## src/rtl/alu_flag_pkg.sv

```systemverilog
package alu_flag_pkg;

    typedef enum logic [2:0] {
        FN_PASS_A = 3'b000,
        FN_NEG_A  = 3'b001,
        FN_ADD    = 3'b010,
        FN_AND    = 3'b011,
        FN_PASS_B = 3'b100,
        FN_NOT_A  = 3'b101,
        FN_SUB    = 3'b110,
        FN_OR     = 3'b111
    } alu_func_e;

    typedef struct packed {
        logic carry;
        logic sign;
        logic ovf;
        logic zero;
    } alu_flags_t;

    function automatic logic is_arith(input alu_func_e fn);
        return (fn == FN_NEG_A) || (fn == FN_ADD) || (fn == FN_SUB);
    endfunction

endpackage

```

## src/rtl/alu_adder.sv

```systemverilog
module alu_adder #(
    parameter int WIDTH = 16
) (
    input  logic [WIDTH-1:0] add_x,
    input  logic [WIDTH-1:0] add_z,
    input  logic             add_cin,
    output logic [WIDTH-1:0] add_sum,
    output logic             add_cout,
    output logic             add_ovf
);
    localparam int MSB = WIDTH - 1;

    logic [WIDTH:0] wide_sum;

    always_comb begin
        wide_sum = {1'b0, add_x} + {1'b0, add_z} + {{WIDTH{1'b0}}, add_cin};
        add_sum  = wide_sum[MSB:0];
        add_cout = wide_sum[WIDTH];
        // Signed overflow: like-signed inputs produce an unlike-signed sum
        add_ovf  = (add_x[MSB] == add_z[MSB]) && (wide_sum[MSB] != add_x[MSB]);
    end
endmodule

```

## src/rtl/alu_logic_unit.sv

```systemverilog
module alu_logic_unit
    import alu_flag_pkg::*;
#(
    parameter int WIDTH = 16
) (
    input  logic [WIDTH-1:0] lg_a,
    input  logic [WIDTH-1:0] lg_b,
    input  alu_func_e        lg_fn,
    output logic [WIDTH-1:0] lg_out
);
    always_comb begin
        unique case (lg_fn)
            FN_PASS_B: lg_out = lg_b;
            FN_NOT_A:  lg_out = ~lg_a;
            FN_AND:    lg_out = lg_a & lg_b;
            FN_OR:     lg_out = lg_a | lg_b;
            default:   lg_out = lg_a;
        endcase
    end
endmodule

```

## src/rtl/alu_flag_reg.sv

```systemverilog
module alu_flag_reg
    import alu_flag_pkg::*;
(
    input  logic       clk,
    input  logic       rst_n,
    input  logic       load,
    input  alu_flags_t flags_in,
    output alu_flags_t flags_q
);
    alu_flags_t flags_d;

    always_comb begin
        flags_d = flags_q;
        if (load) begin
            flags_d = flags_in;
        end
    end

    always_ff @(posedge clk or negedge rst_n) begin
        if (!rst_n) begin
            flags_q <= '0;
        end else begin
            flags_q <= flags_d;
        end
    end
endmodule

```

## src/rtl/alu_flagged.sv

```systemverilog
module alu_flagged
    import alu_flag_pkg::*;
#(
    parameter int WIDTH = 16
) (
    input  logic             clk,
    input  logic             rst_n,
    input  logic [WIDTH-1:0] op_a,
    input  logic [WIDTH-1:0] op_b,
    input  logic             carry_in,
    input  logic [2:0]       func_sel,
    input  logic             flags_load,
    output logic [WIDTH-1:0] result,
    output logic             carry_out,
    output logic             sign_out,
    output logic             ovf_out,
    output logic             zero_out,
    output logic [3:0]       flags_held
);
    localparam int MSB = WIDTH - 1;

    alu_func_e        fn;
    logic [WIDTH-1:0] add_x, add_z, add_sum, logic_out;
    logic             add_cin, add_cout, add_ovf, arith;
    alu_flags_t       live_flags, held_flags;

    assign fn    = alu_func_e'(func_sel);
    assign arith = is_arith(fn);

    // Condition the shared adder inputs for the selected arithmetic function
    always_comb begin
        add_x   = op_a;
        add_z   = op_b;
        add_cin = carry_in;
        unique case (fn)
            FN_NEG_A: begin
                add_x   = ~op_a;
                add_z   = '0;
                add_cin = 1'b1;
            end
            FN_SUB: begin
                add_z   = ~op_b;
                add_cin = 1'b1;
            end
            default: ;
        endcase
    end

    alu_adder #(.WIDTH(WIDTH)) u_adder (
        .add_x    (add_x),
        .add_z    (add_z),
        .add_cin  (add_cin),
        .add_sum  (add_sum),
        .add_cout (add_cout),
        .add_ovf  (add_ovf)
    );

    alu_logic_unit #(.WIDTH(WIDTH)) u_logic (
        .lg_a   (op_a),
        .lg_b   (op_b),
        .lg_fn  (fn),
        .lg_out (logic_out)
    );

    always_comb begin
        result           = arith ? add_sum : logic_out;
        live_flags.carry = arith & add_cout;
        live_flags.ovf   = arith & add_ovf;
        live_flags.sign  = result[MSB];
        live_flags.zero  = ~|result;
    end

    assign carry_out = live_flags.carry;
    assign sign_out  = live_flags.sign;
    assign ovf_out   = live_flags.ovf;
    assign zero_out  = live_flags.zero;

    alu_flag_reg u_flag_reg (
        .clk      (clk),
        .rst_n    (rst_n),
        .load     (flags_load),
        .flags_in (live_flags),
        .flags_q  (held_flags)
    );

    assign flags_held = held_flags;
endmodule

```

## config.mk

```make
export PLATFORM = sky130hd
export DESIGN_NAME = alu_flagged
export DESIGN_NICKNAME = d
export VERILOG_FILES = /design/src/rtl/alu_flag_pkg.sv /design/src/rtl/alu_adder.sv /design/src/rtl/alu_logic_unit.sv /design/src/rtl/alu_flag_reg.sv /design/src/rtl/alu_flagged.sv
export SDC_FILE = /design/constraint.sdc
export NUM_CORES = 1
export LEC_CHECK = 0
export BUFFER_PORTS_ARGS = -buffer_cell sky130_fd_sc_hd__buf_2
export CAP_MARGIN = 20
export CORE_MARGIN = 2
export CORE_UTILIZATION = 49
export DETAILED_ROUTE_END_ITERATION = 10
export PLACE_DENSITY = 0.83
export SLEW_MARGIN = 20
export SYNTH_ARGS = -nofsm -noshare
export SYNTH_HDL_FRONTEND = slang
export SYNTH_SLANG_ARGS = --single-unit
```

## constraint.sdc

```tcl
create_clock -name clk -period 4.8 [get_ports clk]
set_input_delay 0.96 -clock clk [delete_from_list [all_inputs] [get_ports clk]]
set_output_delay 0.96 -clock clk [all_outputs]
set_load 0.05 [all_outputs]
```

# ---- After elaboration in Yosys (flattened, before gate mapping)
# Cells that the tools add are included.
dict set report op_classes {
  add_sub_neg 2
  n_eq_ne 9
  mux 5
  bitwise 6
  n_reduce_logical 6
}
# op count
set ops {}
lappend ops {{one-hot mux 16 bit (4 select lines)} 1}
lappend ops {{two-way mux 16 bit} 2}
lappend ops {{NOT 16 bit} 2}
lappend ops {{one-hot mux 16 bit (2 select lines)} 1}
lappend ops {{adder 16 x 16 -> 17 bit} 1}
lappend ops {{adder 17 x 1 -> 17 bit} 1}
lappend ops {{AND 16 bit} 1}
lappend ops {{bitwise OR 16 bit} 1}
lappend ops {{OR reduction 16 bit} 1}
lappend ops {{equality test 3 bit, second input constant} 4}
lappend ops {{equality test 3 x 2 -> 1 bit, second input constant} 2}
lappend ops {{equality test 3 x 1 -> 1 bit, second input constant} 1}
lappend ops {{AND 1 bit} 2}
lappend ops {{logical OR 1 bit} 2}
lappend ops {{OR reduction 2 bit} 1}
lappend ops {{equality test 1 bit} 1}
lappend ops {{logical AND 1 bit} 1}
lappend ops {{zero test 1 bit} 1}
lappend ops {{two-way mux 1 bit} 1}
lappend ops {{inequality test 1 bit} 1}
dict set report totals {
  ff_bits 4
  inputBits 39
  output_inout_bits 24
  wordCells 32
}

# ---- Longest topological paths before layout
dict set report depth {
  depth_word 7
  ltp_mapped 17
  ltp_nobuf 15
}

# ---- By module
# From an unflattened synthesis, not the netlist that was laid out.
dict set report unflattened {
  hier_cells 306
  area_unflattened_um2 2474.9
}
# mod n_inst cells_per_inst area_each_um2 seq_area_each_um2
set by_module_without_submodules {}
lappend by_module_without_submodules {alu_adder 1 108 867.1 0.0}
lappend by_module_without_submodules {alu_logic_unit 1 100 820.8 0.0}
lappend by_module_without_submodules {alu_flagged 1 90 641.9 0.0}
lappend by_module_without_submodules {alu_flag_reg 1 8 145.1 100.1}

# ---- Worst setup path before layout
# No wires, ideal clock.
dict set report synth_timing {
  kind {input to output}
  startpoint {in func_sel[2]}
  endpoint {out zero_out}
  arrival_ps 5318
  required_time_ps 3840
  setup_slack_ps -1478
  cell_stages 17
  n_path_buf 4
  cell_sequence {buf_2 nor2b_1 clkbuf_1 a21oi_1 clkbuf_1 nand2_1 o21ai_0 ha_1 clkbuf_1 a21o_1 a21oi_1 o21ai_1 a221oi_2 xnor2_1 a221oi_1 nand4b_1 nor2_1}
}
dict set report synth_between {
  elab_chain_len 7
  elab_cells_between_ends 19
  classes_between {2 x add/sub; 7 x eq/ne; 5 x mux; 5 x reduce/logical}
}
# item line
set synth_lines {}
lappend synth_lines {{start, declared} alu_flagged.sv:11} ;# input logic [2:0] func_sel,
lappend synth_lines {{equality test 3 bit / equality test 3 x 1 -> 1 bit (equally long branches)} {alu_flag_pkg.sv:22, alu_flagged.sv:35}}
lappend synth_lines {{one-hot mux 16 bit (2 select lines), or another cell as far along} alu_flagged.sv:35} ;# unique case (fn)
lappend synth_lines {{adder 16 x 16 -> 17 bit / two-way mux 1 bit (equally long branches)} {alu_adder.sv:16, alu_flagged.sv:35}}
lappend synth_lines {{adder 17 x 1 -> 17 bit} alu_adder.sv:16} ;# wide_sum = {1'b0, add_x} + {1'b0, add_z} + {{WIDTH{1'b0}}, add_cin};
lappend synth_lines {{two-way mux 16 bit *} alu_flagged.sv:66} ;# result = arith ? add_sum : logic_out;
lappend synth_lines {{net result[12]} alu_flagged.sv:13} ;# output logic [WIDTH-1:0] result,
lappend synth_lines {{OR reduction 16 bit *} alu_flagged.sv:70} ;# live_flags.zero = ~|result;
lappend synth_lines {{zero test 1 bit *} alu_flagged.sv:70}
lappend synth_lines {{end, declared} alu_flagged.sv:17} ;# output logic zero_out,
# Mark *: on every way through the listed nets, which the timed path passes. The rest lies on a longest branch.

# ---- Final worst setup path
dict set report layout_timing {
  startpoint {in func_sel[1]}
  endpoint {out zero_out}
}
dict set report layout_between {
  elab_chain_len 7
  elab_cells_between_ends 19
  classes_between {2 x add/sub; 7 x eq/ne; 5 x mux; 5 x reduce/logical}
}
# item line
set layout_lines {}
lappend layout_lines {{equality test 3 bit / equality test 3 x 1 -> 1 bit (equally long branches)} {alu_flag_pkg.sv:22, alu_flagged.sv:35}}
lappend layout_lines {{one-hot mux 16 bit (2 select lines), or another cell as far along} alu_flagged.sv:35}
lappend layout_lines {{adder 16 x 16 -> 17 bit / two-way mux 1 bit (equally long branches)} {alu_adder.sv:16, alu_flagged.sv:35}}
lappend layout_lines {{adder 17 x 1 -> 17 bit} alu_adder.sv:16}
lappend layout_lines {{two-way mux 16 bit *} alu_flagged.sv:66}
lappend layout_lines {{OR reduction 16 bit *} alu_flagged.sv:70}
lappend layout_lines {{zero test 1 bit *} alu_flagged.sv:70}
# Mark *: on every way between the ends. The rest lies on a longest branch, timed or not.

==> key figures <==
Synthesis
  – Post-Syn Instances: 323
  – Mapped cell area: 0.00219 mm2
  – Top FF cell, synth: dfrtp_1
  – Syn Area/Cell: 6.78 um2
  – Mux cell area share after synthesis: 0.0434
  – Main combinational cell family by area after synthesis: compound AO/OA/AOI/OAI gates
  – Async set-or-reset flop fraction in the synthesized netlist: 1.00
  – Compound-Gate Fraction of Synth Area: 0.396
  – Yosys reg bits: 4
  – Post-Synth Simple-Gate Area: 0.198
  – Unique masters post-synth: 58
  – Post-synthesis net count: 379
  – Top cells by area, synth: o21ai_0 10%, ha_1 8.6%, xnor2_1 8.4%, nand2_1 6.5%, a21oi_1 5.9%
  – Adder-Cell Fraction of Synth Area: 0.150
  – Post-synthesis sequential area ratio: 0.0457
  – Top cell type by total area after synthesis: o21ai_0
  – Post-synth EDFFs: 0
  – XOR/XNOR share of the synthesized area: 0.0999
  – Top-area cell type share of the netlist area: 0.101
  – Yosys warning count: 0

Route
  – Total wire length: 12.4 mm
  – Number of remaining DRC errors: 0
  – Via count: 3727
  – DRT Pass-1 Iters: 5
  – Vias per std cell: 7.24
  – Antenna Violating Nets Remaining: 0
  – WL per Instance: 24.1 um
  – Initial DRC Count: 596

Pwr
  – LEAKAGE: 1.73 nW
  – Max VDD drop: 0.179 mV
  – Clock group share of total power: 0.084
  – Power Dens Cells: 255 mW/mm2
  – Sw power: 529 uW
  – Int Pwr: 436 uW
  – Register share of total power: 0.043
  – Switching Fraction: 0.548
  – Combinational share of power: 0.873

Critical path
  – Worst path bufs/invs: 4
  – Worst EP arrival: 4.26 ns
  – CP max stage delay: 0.44 ns
  – Crit. End Element: primary output
  – Slowest CP cell: or3b_4
  – CP top delay family: simple AND/OR/NAND/NOR gates
  – Crit-path max FO: 3
  – Required time of the critical path: 3.84 ns
  – Crit-path cells: buf_6 -> or3b_4 -> xnor2_4 -> fa_2 -> inv_2 -> fa_2 -> nor2b_2 -> buf_4 -> o21ai_1 -> nand2b_1 -> xnor2_1 -> a221oi_2 -> nor4b_4 -> nand4b_1 -> nor2_4 -> buf_8
  – Startpoint Class: input pin
  – Worst Reg-to-Reg Cells: 1
  – Crit path kind: in2out
  – WP depth: 16
  – Most common cell on crit path: fa_2

Placement
  – Port bufs: 62
  – Setup WS pre-CTS: -0.634 ns
  – Gp weighted congestion: 0.969
  – Final HPWL DP: 6.82 mm

STA
  – Max transition margin: 0.479
  – Fin. Hold Viols: 0
  – Final setup viols: 10
  – RSZ-0062 raised after global routing: yes
  – Max-slew violation count: 0
  – Final period util: 1.09
  – Slew @ Worst Pin: 0.781 ns
  – Worst hold slack: 0.529 ns
  – Post-route setup slack: -0.417 ns
  – Clock Skew: 0 ns
  – F_max: 192 MHz
  – Period minus WS final: 5.22 ns

Clock tree
  – Clock root buffer: clkbuf_8
  – Hold Buf Count CTS: 0
  – Clock Pin Slew Worst Setup and Hold Paths: 0.05 ns
  – CTS Sinks: 4
  – H-tree depth reported by CTS: 1
  – CTS Buf Count: 3
  – Bufs on Longest Clock Path: 2
  – Clk Latency, worst-skew pair: 0.24 ns
  – TritonCTS clock tree: built

GRT
  – Initial antenna violation count: 0
  – Vias in the first global route: 3330
  – First-pass GRT wire length: 15.8 mm
  – Gr ovfl total: 0
  – Largest net degree at the start of global routing: 24
  – GRT Util Overall: 0.392

Cells and area
  – Largest registers: u_flag_reg.flags_q (4)
  – Share of layout cells above drive strength 1: 0.490
  – Fillers: 217
  – ANT cells: 0
  – P&R area growth vs syn: 73.1%
  – Layout Nets: 521
  – Reg with most FFs: u_flag_reg.flags_q
  – Max reg flops: 4
  – Commonest non-fill, non-tap cell in the layout: buf_4
  – Most frequent cells in the layout: 82 x buf_4, 49 x buf_2, 35 x nand2_1

Floorplanning
  – Die W: 70.9 um
  – Core footprint: 0.00432 mm2
  – Die Area: 0.00502 mm2
  – Initial Util: 0.507
  – # IOs: 63
  – Die height: 70.9 um
  – Site Rows: 24

Flow run
  – Max-Cap Viols: 0

Hold path
  – Worst Hold Class: in2async

Status
  – Outcome: finished with violations
  – Failing checks: setup timing
-- kinds of logic after synthesis --
logic type                 Yosys count
AOI/OAI and AO/OA                  131
xor gates and xnor gates            25
adders and majority gates           27
buffers and inverters               33
DFF                                  4
muxes                                9
and+or+nand+nor                     94
-- power groups by stage --
| stage | clock [mW] | combinational (mW) | sequential (mW) |
|---|---|---|---|
| 3_5_place_dp | 0 | 0.655 | 0.0407 |
| 5_1_grt | 0.0801 | 0.869 | 0.0410 |
| 6_report | 0.0812 | 0.843 | 0.0414 |
| 3_3_place_gp | 0 | 0.634 | 0.0399 |
| 2_1_floorplan | 0 | 0.416 | 0.0549 |
| 4_1_cts | 0.0727 | 0.706 | 0.0403 |
-- stage by stage --
stage               power [mW]  utilization  setup TNS [ns]  cell area [um2]  std cells
global placement         0.674        0.734          -0.961             3170        490
CTS                      0.819        0.802          -0.609             3470        507
finish                   0.966        0.877           -1.81             3790        515
global route             0.990        0.877           -2.32             3790        515
floorplan                0.471            -          -0.427             2380        323
detailed placement       0.695        0.734           -2.09             3170        490
-- synthesized netlist by cell type, types with 2 or more instances --
library cell  instances
nor4_1                2
inv_1                10
nor3_1                9
nand3_1               7
a211o_1               3
o211ai_1              3
clkbuf_1             11
nor2b_1               2
xnor2_1              21
a221o_1               5
nand2_1              38
nand2b_1              3
buf_2                 4
mux2i_1               5
o21ai_0              44
buf_1                 4
a2111oi_0             2
a211oi_1              9
xor2_1                4
a21oi_1              26
nor2_1               22
a21o_1                7
buf_6                 2
o22ai_1               4
mux2_2                4
or3_1                 2
o21bai_1              3
ha_1                 15
fa_1                  2
maj3_1               10
dfrtp_1               4
a221oi_1              9
o21a_1                2
-- path summary, 6_finish.rpt --
check	endpoint	from	slack, ns
setup / recovery	zero_out	func_sel[1]	-0.42
hold / removal	u_flag_reg.flags_q[3]	rst_n	0.53
setup reg to reg	u_flag_reg.flags_q[3]	u_flag_reg.flags_q[3]	4.00
hold reg to reg	u_flag_reg.flags_q[1]	u_flag_reg.flags_q[1]	0.55
max in group asynchronous	u_flag_reg.flags_q[2]	rst_n	4.12
min in group clk	u_flag_reg.flags_q[1]	u_flag_reg.flags_q[1]	0.55
-- layout make-up --
cell class	instances	area, um2	area share
timing repair buffer	159	1180	0.312
multi-input combinational	286	2360	0.623
inverter	11	41.3	0.0109
tap	52	65.1	0.0172
sequential	4	100	0.0264
clock buffer	3	41.3	0.0109
-- per-layer routing --
metal	part of all wire	routed length, um	vias up	GRT usage
li1	-	-	1497	-
met1	0.33	4100	1669	0.446
met2	0.45	5570	404	0.653
met3	0.12	1510	157	0.0869
met4	0.098	1210	0	0.266
met5	0	0	-	0
-- timing repair --
item	CTS	global route
setup buffers	14	11
setup endpoints to repair	12	15
resized for setup	41	61
pin swaps	20	41
Power figures use the tool's default switching activity.
